`src/rtl/i2c10_pkg.sv`:
```
package i2c10_pkg;
  typedef enum logic [2:0] {
    ST_IDLE,
    ST_HDR,
    ST_LOW,
    ST_RECV,
    ST_XMIT,
    ST_SKIP
  } mstate_t;

  typedef struct packed {
    logic ack_valid;
    logic ack;
    logic irq;
    logic irq_addr;
  } resp_t;
endpackage

```
`src/rtl/i2c10_hdr_cmp.sv`:
```
module i2c10_hdr_cmp #(
  parameter int BYTE_W   = 8,
  parameter int ADDR_W   = 10,
  parameter int PREFIX_W = 5,
  parameter logic [PREFIX_W-1:0] PREFIX = 5'b11110
) (
  input  logic [BYTE_W-1:0]        rx_byte,
  input  logic [ADDR_W-BYTE_W-1:0] own_hi,
  output logic                     hdr_hit,
  output logic                     rw_bit
);
  localparam int HI_W = ADDR_W - BYTE_W;
  localparam int CMP_W = PREFIX_W + HI_W;

  logic [CMP_W-1:0] want;
  assign want    = {PREFIX, own_hi};
  assign hdr_hit = (rx_byte[BYTE_W-1:1] == want);
  assign rw_bit  = rx_byte[0];

  initial begin
    AST_HDR_WIDTH: assert (CMP_W == BYTE_W - 1)
      else $error("header layout does not fill the byte");
  end
endmodule

```
`src/rtl/i2c10_low_cmp.sv`:
```
module i2c10_low_cmp #(
  parameter int BYTE_W = 8
) (
  input  logic [BYTE_W-1:0] rx_byte,
  input  logic [BYTE_W-1:0] own_lo,
  output logic              low_hit
);
  logic [BYTE_W-1:0] same;

  for (genvar i = 0; i < BYTE_W; i++) begin : g_bit
    assign same[i] = ~(rx_byte[i] ^ own_lo[i]);
  end

  assign low_hit = &same;
endmodule

```
`src/rtl/i2c10_seq.sv`:
```
module i2c10_seq
  import i2c10_pkg::*;
(
  input  logic  clk,
  input  logic  rst_n,
  input  logic  ev_stop,
  input  logic  ev_start,
  input  logic  ev_rstart,
  input  logic  byte_go,
  input  logic  hdr_hit,
  input  logic  rw_bit,
  input  logic  low_hit,
  output resp_t resp,
  output logic  sel,
  output logic  sel_tx
);
  mstate_t st;
  logic    seen;

  function automatic resp_t mk(input logic v, input logic a, input logic i, input logic t);
    resp_t r;
    r.ack_valid = v;
    r.ack       = a;
    r.irq       = i;
    r.irq_addr  = t;
    return r;
  endfunction

  always_ff @(posedge clk) begin
    if (!rst_n) begin
      st     <= ST_IDLE;
      sel    <= 1'b0;
      sel_tx <= 1'b0;
      seen   <= 1'b0;
      resp   <= '0;
    end else begin
      resp <= '0;
      if (ev_stop) begin
        st     <= ST_IDLE;
        sel    <= 1'b0;
        sel_tx <= 1'b0;
        seen   <= 1'b0;
      end else if (ev_start) begin
        st     <= ST_HDR;
        sel    <= 1'b0;
        sel_tx <= 1'b0;
        seen   <= 1'b0;
      end else if (ev_rstart) begin
        st <= ST_HDR;
      end else if (byte_go) begin
        unique case (st)
          ST_HDR: begin
            if (hdr_hit && !rw_bit) begin
              resp   <= mk(1'b1, 1'b1, 1'b1, 1'b1);
              st     <= ST_LOW;
              sel    <= 1'b0;
              sel_tx <= 1'b0;
              seen   <= 1'b0;
            end else if (hdr_hit && rw_bit && seen) begin
              resp   <= mk(1'b1, 1'b1, 1'b1, 1'b1);
              st     <= ST_XMIT;
              sel    <= 1'b1;
              sel_tx <= 1'b1;
            end else begin
              resp   <= mk(1'b1, 1'b0, 1'b0, 1'b0);
              st     <= ST_SKIP;
              sel    <= 1'b0;
              sel_tx <= 1'b0;
              seen   <= 1'b0;
            end
          end
          ST_LOW: begin
            if (low_hit) begin
              resp <= mk(1'b1, 1'b1, 1'b1, 1'b1);
              st   <= ST_RECV;
              sel  <= 1'b1;
              seen <= 1'b1;
            end else begin
              resp <= mk(1'b1, 1'b0, 1'b0, 1'b0);
              st   <= ST_SKIP;
            end
          end
          ST_RECV: resp <= mk(1'b1, 1'b1, 1'b1, 1'b0);
          ST_XMIT: resp <= mk(1'b0, 1'b0, 1'b1, 1'b0);
          default: resp <= mk(1'b1, 1'b0, 1'b0, 1'b0);
        endcase
      end
    end
  end

  AST_TX_NEEDS_SEL: assert property (@(posedge clk) disable iff (!rst_n)
    sel_tx |-> sel);
  AST_STOP_CLEARS: assert property (@(posedge clk) disable iff (!rst_n)
    ev_stop |=> (!sel && !sel_tx && st == ST_IDLE));
  AST_NACK_NO_IRQ: assert property (@(posedge clk) disable iff (!rst_n)
    (resp.ack_valid && !resp.ack) |-> !resp.irq);
  AST_RESP_FROM_BYTE: assert property (@(posedge clk) disable iff (!rst_n)
    resp.irq |-> $past(byte_go));
  AST_TX_ENTRY_TAGGED: assert property (@(posedge clk) disable iff (!rst_n)
    $rose(sel_tx) |-> (resp.irq && resp.irq_addr && resp.ack));
  AST_RECV_ACKS: assert property (@(posedge clk) disable iff (!rst_n)
    (st == ST_RECV && byte_go && !ev_stop && !ev_start && !ev_rstart)
      |=> (resp.ack && resp.irq && !resp.irq_addr));
endmodule

```
`src/rtl/i2c10_addr_match.sv`:
```
module i2c10_addr_match
  import i2c10_pkg::*;
#(
  parameter int BYTE_W = 8,
  parameter int ADDR_W = 10
) (
  input  logic              clk,
  input  logic              rst_n,
  input  logic              ev_start,
  input  logic              ev_rstart,
  input  logic              ev_stop,
  input  logic              rx_valid,
  input  logic [BYTE_W-1:0] rx_data,
  input  logic [ADDR_W-1:0] own_addr,
  output logic              ack_valid,
  output logic              ack,
  output logic              irq,
  output logic              irq_is_addr,
  output logic              addressed,
  output logic              tx_mode
);
  localparam int HI_W = ADDR_W - BYTE_W;

  logic  hdr_hit, rw_bit, low_hit;
  resp_t resp;

  i2c10_hdr_cmp #(.BYTE_W(BYTE_W), .ADDR_W(ADDR_W)) u_hdr (
    .rx_byte (rx_data),
    .own_hi  (own_addr[ADDR_W-1 -: HI_W]),
    .hdr_hit (hdr_hit),
    .rw_bit  (rw_bit)
  );

  i2c10_low_cmp #(.BYTE_W(BYTE_W)) u_low (
    .rx_byte (rx_data),
    .own_lo  (own_addr[BYTE_W-1:0]),
    .low_hit (low_hit)
  );

  i2c10_seq u_seq (
    .clk       (clk),
    .rst_n     (rst_n),
    .ev_stop   (ev_stop),
    .ev_start  (ev_start),
    .ev_rstart (ev_rstart),
    .byte_go   (rx_valid),
    .hdr_hit   (hdr_hit),
    .rw_bit    (rw_bit),
    .low_hit   (low_hit),
    .resp      (resp),
    .sel       (addressed),
    .sel_tx    (tx_mode)
  );

  assign ack_valid   = resp.ack_valid;
  assign ack         = resp.ack;
  assign irq         = resp.irq;
  assign irq_is_addr = resp.irq_addr;

  AST_ACK_ONE_LATE: assert property (@(posedge clk) disable iff (!rst_n)
    ack_valid |-> ($past(rx_valid) && !$past(ev_stop) && !$past(ev_start) && !$past(ev_rstart)));
  AST_TAG_NEEDS_IRQ: assert property (@(posedge clk) disable iff (!rst_n)
    irq_is_addr |-> irq);
endmodule

```
`config.mk`:
```
export PLATFORM = sky130hd
export DESIGN_NAME = i2c10_addr_match
export DESIGN_NICKNAME = d
export VERILOG_FILES = /design/src/rtl/i2c10_pkg.sv /design/src/rtl/i2c10_hdr_cmp.sv /design/src/rtl/i2c10_low_cmp.sv /design/src/rtl/i2c10_seq.sv /design/src/rtl/i2c10_addr_match.sv
export SDC_FILE = /design/constraint.sdc
export NUM_CORES = 1
export LEC_CHECK = 0
export BUFFER_PORTS_ARGS = -buffer_cell sky130_fd_sc_hd__buf_2
export CORE_MARGIN = 2
export CORE_UTILIZATION = 30
export CTS_BUF_LIST = sky130_fd_sc_hd__clkbuf_16
export DETAILED_ROUTE_END_ITERATION = 8
export GPL_TIMING_DRIVEN = 0
export PLACE_DENSITY = 0.69
export SYNTH_ARGS = -nofsm -noshare
export SYNTH_HDL_FRONTEND = slang
export SYNTH_SLANG_ARGS = --single-unit
```
`constraint.sdc`:
```
create_clock -name clk -period 1.2 [get_ports clk]
set_input_delay 0.12 -clock clk [delete_from_list [all_inputs] [get_ports clk]]
set_output_delay 0.12 -clock clk [all_outputs]
set_load 0.03 [all_outputs]
```
## Word level (Yosys, flattened, before mapping)

Index checks and enable logic that the tools add are counted.

- Output and inout port bits: 6
- Bits in latches: 0
- Word-level logic and storage cells: 70
- Memory bits (writable): 0
- Memories kept: 0
- Input bits: 24
- Bits in read-only memories: 0
- Bits in registers: 10

- Divide/modulo/power cells: 0
- Add/sub/neg operators: 0
- Reduce and logical (&&, ||, !) cells: 17
- Equal/unequal tests: 7
- Muxes and demuxes: 18
- Shift-type cells: 0
- Bitwise operators: 19
- Order comparisons: 0
- Multipliers: 0

Operator list:

| operator | number |
|---|---|
| case mux 4 bit (4 select lines) | 1 |
| 2-to-1 mux 3 bit | 4 |
| NOT 1 bit | 11 |
| 2-to-1 mux 1 bit | 9 |
| AND reduction 8 bit | 1 |
| XOR 1 bit | 8 |
| == test 7 bit | 1 |
| == test 3 x 2 -> 1 bit (second input constant) | 2 |
| case mux 3 bit (2 select lines) | 1 |
| AND reduction 5 bit | 1 |
| OR reduction 5 bit | 1 |
| 2-to-1 mux 4 bit | 1 |
| case mux 1 bit (2 select lines) | 2 |
| AND reduction 2 bit | 2 |
| AND reduction 4 bit | 1 |
| nonzero test 4 bit | 1 |
| OR reduction 4 bit | 1 |
| == test 3 x 1 -> 1 bit (second input constant) | 1 |
| == test 3 bit (second input constant) | 1 |
| logical AND 1 bit | 3 |
| != test 3 x 2 -> 1 bit (second input constant) | 1 |
| AND reduction 3 bit | 1 |
| nonzero test 3 bit | 1 |
| OR reduction 3 bit | 1 |
| 4 further kinds | 4 |

## Longest topological paths before layout

- Depth after elaboration: 9
- Gate-level depth with buffers: 5
- Gate-level depth less buffers: 5

## By module

Synthesis repeated with hierarchy kept, for this count alone.

- Cells, all modules: 69
- Area, all modules: 600.6 µm²

Modules (own cells, without submodules):

| module | cells each | area each (µm²) | times used | sequential area each (µm²) |
|---|---|---|---|---|
| i2c10_seq | 53 | 470.5 | 1 | 200.2 |
| i2c10_low_cmp | 11 | 86.3 | 1 | 0.0 |
| i2c10_hdr_cmp | 5 | 43.8 | 1 | 0.0 |

## Least setup slack after synthesis

OpenSTA, ideal clock, no wires.

- Kind: reg-to-reg
- Start point: register u_seq.st[0]
- End point: register u_seq.st[2]
- Required time: 1.084 ns
- Slack: -0.021 ns
- Buffers on the path: 0
- Clock period less this slack: 1.221 ns
- Stages on the path, launching flop included: 6
- Library setup time: 0.116 ns
- Data arrival time: 1.104 ns
- Path through: dfxtp_1 -> and2b_1 -> and2_1 -> nor2_1 -> a21oi_1 -> o211a_1

- Word-level cells in the longest chain between the ends: 3
- Elaborated cells between the ends (all ways): 5
- Classes of those cells: eq/ne (2); mux (1); reduce/logical (2)

RTL lines:

| what | RTL line | text |
|---|---|---|
| start, declared | i2c10_seq.sv:17 | `mstate_t st;` |
| start signal, assigned | i2c10_seq.sv:31 | `st <= ST_IDLE;` |
| start signal, assigned | i2c10_seq.sv:39 | `st <= ST_IDLE;` |
| start signal, assigned | i2c10_seq.sv:44 | `st <= ST_HDR;` |
| == test 3 x 1 -> 1 bit or == test 3 x 2 -> 1 bit (tied branches) | i2c10_seq.sv:51 | `unique case (st)` |
| nonzero test 2 bit (no line) | - |  |
| AND reduction 2 bit (no line) | - |  |

Several ways; a longest one is shown, not always the timed one.
A chain may end at the register's enable or synchronous reset.

## Worst setup path after layout

- Start point: register u_seq.st[1]
- End point: register u_seq.st[2]

The elaborated chain is that of the path after synthesis.

==> metrics.md <==
| Metric | Value |
|---|---|
| Status | finished, violations left |
| Failing checks | negative setup slack |
| Root buf cell | clkbuf_16 |
| Worst hold endpoint | u_seq.st[0] |
| DR WL/cell | 11.70 um |
| Syn avg cell area | 9.126 um2 |
| Gpl congestion | 0.7944 |
| Clk sink count | 10 |
| Mapped Cells | 68 |
| # setup viols final | 4 |
| H-tree levels | 1 |
| Layout Skew | 0.003380 ns |
| Clk pin slew, worst setup/hold paths | 0.04 ns |
| Core ar. | 1962 um2 |
| First drt pass iteration count | 5 |
| Worst vdd ir | 0.0006418 V |
| GRT overflow | 0 |
| Post-synth ARST share | 0% |
| Post-synthesis compound-gate area fraction | 17.54% |
| Fill cell instance count of the final layout | 197 |
| # IOs | 30 |
| Antenna cells | 0 |
| Via count of the first global-routing pass | 629 |
| Post-synthesis mux area share | 0% |
| Most frequent cell after synthesis | dfxtp_1 |
| Post-synth top area share | 32.26% |
| Post-route cell area | 944.7 um2 |
| Fin. Hold Viols | 0 |
| Via Count | 653 |
| Fmax | 821.4 MHz |
| Hold_sp | rst_n |
| Total power draw | 1.066 mW |
| DRT iter0 DRCs | 19 |
| Share of layout cells above drive strength 1 | 52.38% |
| Main combinational cell family by area after synthesis | simple AND/OR/NAND/NOR gates |
| Yosys synthesis warning count | 0 |
| # rows | 16 |
| DRC Markers | 0 |
| Launch instance of the worst register-to-register path | u_seq.st[1] |
| Fin nets | 130 |
| Top cells by area, synth | dfxtp_1 (32%), xnor2_1 (11%), nand4_2 (4.0%) |
| Slew margin rel. | 73.16% |
| Die Ht | 49.48 um |
| Post-DP HPWL | 1137 um |
| RSZ-0062 raised after global routing | true |
| Reg-to-reg endpoint | u_seq.st[2] |
| Yosys cell types | 32 |
| Startpoint Class | flip-flop |
| CTS tree | built |
| Synth Area in Adders | 0% |
| Period utilization | 101.5% |
| Finished Core Util | 48.15% |
| PD cells | 1129 nW/um2 |
| Post-route insts no fill | 132 |
| Die area | 2448 um2 |
| MaxCap Viol Count | 0 |
| First-pass GRT wire length | 2518 um |
| CP arrival | 1.34 ns |
| Pin count of the biggest net entering global routing | 7 |
| Cells on worst reg2reg path | 5 |
| Die X | 49.48 um |
| Cells after DPL | 124 |
| Synth-to-layout area growth | 52.22% |
| Final WS setup | -0.01743 ns |
| Worst R2R Setup Slack | -0.02 ns |
| WS Path Type | flip-flop to flip-flop |
| Area leader, netlist | dfxtp_1 |
| Starting density of the core | 31.63% |
| Worst Hold Class | input port to flip-flop |
| Initial antenna violation count | 0 |
| Final ANT Viol Nets | 0 |
| Post-synthesis register bit count | 10 |
| Synth top cells by count | dfxtp_1 (10), xnor2_1 (8), a21oi_1 (4), nor3_1 (4) |
| I/O Buffers | 29 |
| Post-route minimum period | 1.217 ns |
| Type of element capturing the critical path | flip-flop |
| Post-synthesis simple-gate area fraction | 35.48% |
| Number of CTS-inserted buffers | 3 |
| Avg Vias per Cell | 4.947 |
| XOR/XNOR Fraction of Synth Area | 14.11% |
| Post-placement cell area | 800.8 um2 |
| Register area share after synthesis | 32.26% |
| WL final | 1544 um |
| Pins Over Slew Limit | 0 |
| Worst EP required | 1.32 ns |
| Leakage | 0.4188 nW |
| Hold Crit Depth | 3 |
| Post-synthesis net count | 92 |
| Max Fanout on Critical Path | 4 |
| Post-synth EDFFs | 0 |
| Gr usage total | 13.37% |
| Worst-margin pin slew | 0.3997 ns |
| Netlist Area Pre-Place | 620.6 um2 |
| Latest clock arrival within the worst-skew pair | 0.24 ns |
| Clk buf depth | 2 |
| Most used flip-flop cell after synthesis | dfxtp_1 |
[flip-flops by register name, summed over array words and instances, names as in the netlist]
name	flops
u_seq.resp	4
u_seq.st	3
u_seq.seen	1
u_seq.sel	1
u_seq.sel_tx	1
[how the worst max path moves through the flow]
stage                            from      endpoint  cells past startpoint
final                     u_seq.st[1]   u_seq.st[2]                      5
after global routing      u_seq.st[0]    u_seq.seen                      5
after CTS                 u_seq.st[0]   u_seq.st[2]                      5
after detailed placement   rx_data[2]  u_seq.sel_tx                      6
after global placement    u_seq.st[1]     u_seq.sel                      5
after floorplan           u_seq.st[1]     u_seq.sel                      5
[kinds of logic after synthesis]
group / Yosys count
compound gates: 16
xor+xnor: 10
buf+inv: 1
flops: 10
simple gates: 31
[worst max-delay path, cell delays in order (launching register included)]
cell	delay (ns)
dfxtp_4	0.35
and2b_2	0.23
and2_4	0.18
nor2_4	0.08
a21oi_2	0.06
o211a_1	0.21
[power by group]
group	internal (mW)	total [mW]	switching, mW
clock network	0.436	0.589	0.152
registers	0.335	0.337	0.00199
logic	0.0714	0.140	0.0688
[area by class of cell]
| class | instances | area [um2] | area share (%) |
|---|---|---|---|
| clock buffers | 3 | 75.07 | 7.947 |
| multi-input cells | 57 | 446.7 | 47.28 |
| well taps | 27 | 33.78 | 3.576 |
| repair buffers | 33 | 175.2 | 18.54 |
| flip-flops and latches | 10 | 206.4 | 21.85 |
| inverters | 1 | 3.754 | 0.3974 |
| clock inverters | 1 | 3.754 | 0.3974 |
[per-stage QoR]
stage          hold WS (ns)  worst slack, ns  TNS [ns]
2_1_floorplan        0.2414         0.003370         0
3_3_place_gp         0.3788          -0.1055   -0.5308
3_5_place_dp         0.3896          -0.1102   -0.6351
4_1_cts              0.1405         -0.01758  -0.02508
5_1_grt              0.1450         -0.06677   -0.2672
6_report             0.1392         -0.01743  -0.03597
[layer usage]
metal  global-route usage (%)  part of all wire (%)  vias up
met1                    14.50                    41      291
met5                        0                     0        -
li1                         -                     -      321
met2                    24.32                    50       35
met3                    3.636                   6.0        6
met4                    5.556                   2.5        0
[layout by cell type (no fill, tap or decap), types with 2 or more instances in the layout]
master     Yosys  layout
a21oi_1        4       3
a21oi_2        1       2
a31oi_1        2       2
buf_2          0      29
buf_4          0       4
clkbuf_16      0       3
dfxtp_1       10       7
dfxtp_2        0       2
nand2_1        3       3
nand2b_1       3       3
nand3_1        2       2
nand4_1        2       2
nand4_2        2       2
nor2_1         3       2
nor3_1         4       4
o21a_1         2       2
o21ai_2        0       2
xnor2_1        8       8
xor2_1         2       2
[what timing repair did]
item                       in CTS  in global routing
pin swaps                       5                  2
cloned                          0                  0
buffers inserted                3                  1
hold buffers                    0                  0
setup endpoints to repair       5                  5
resized for setup               7                  6
Power figures use the tool's default switching activity.
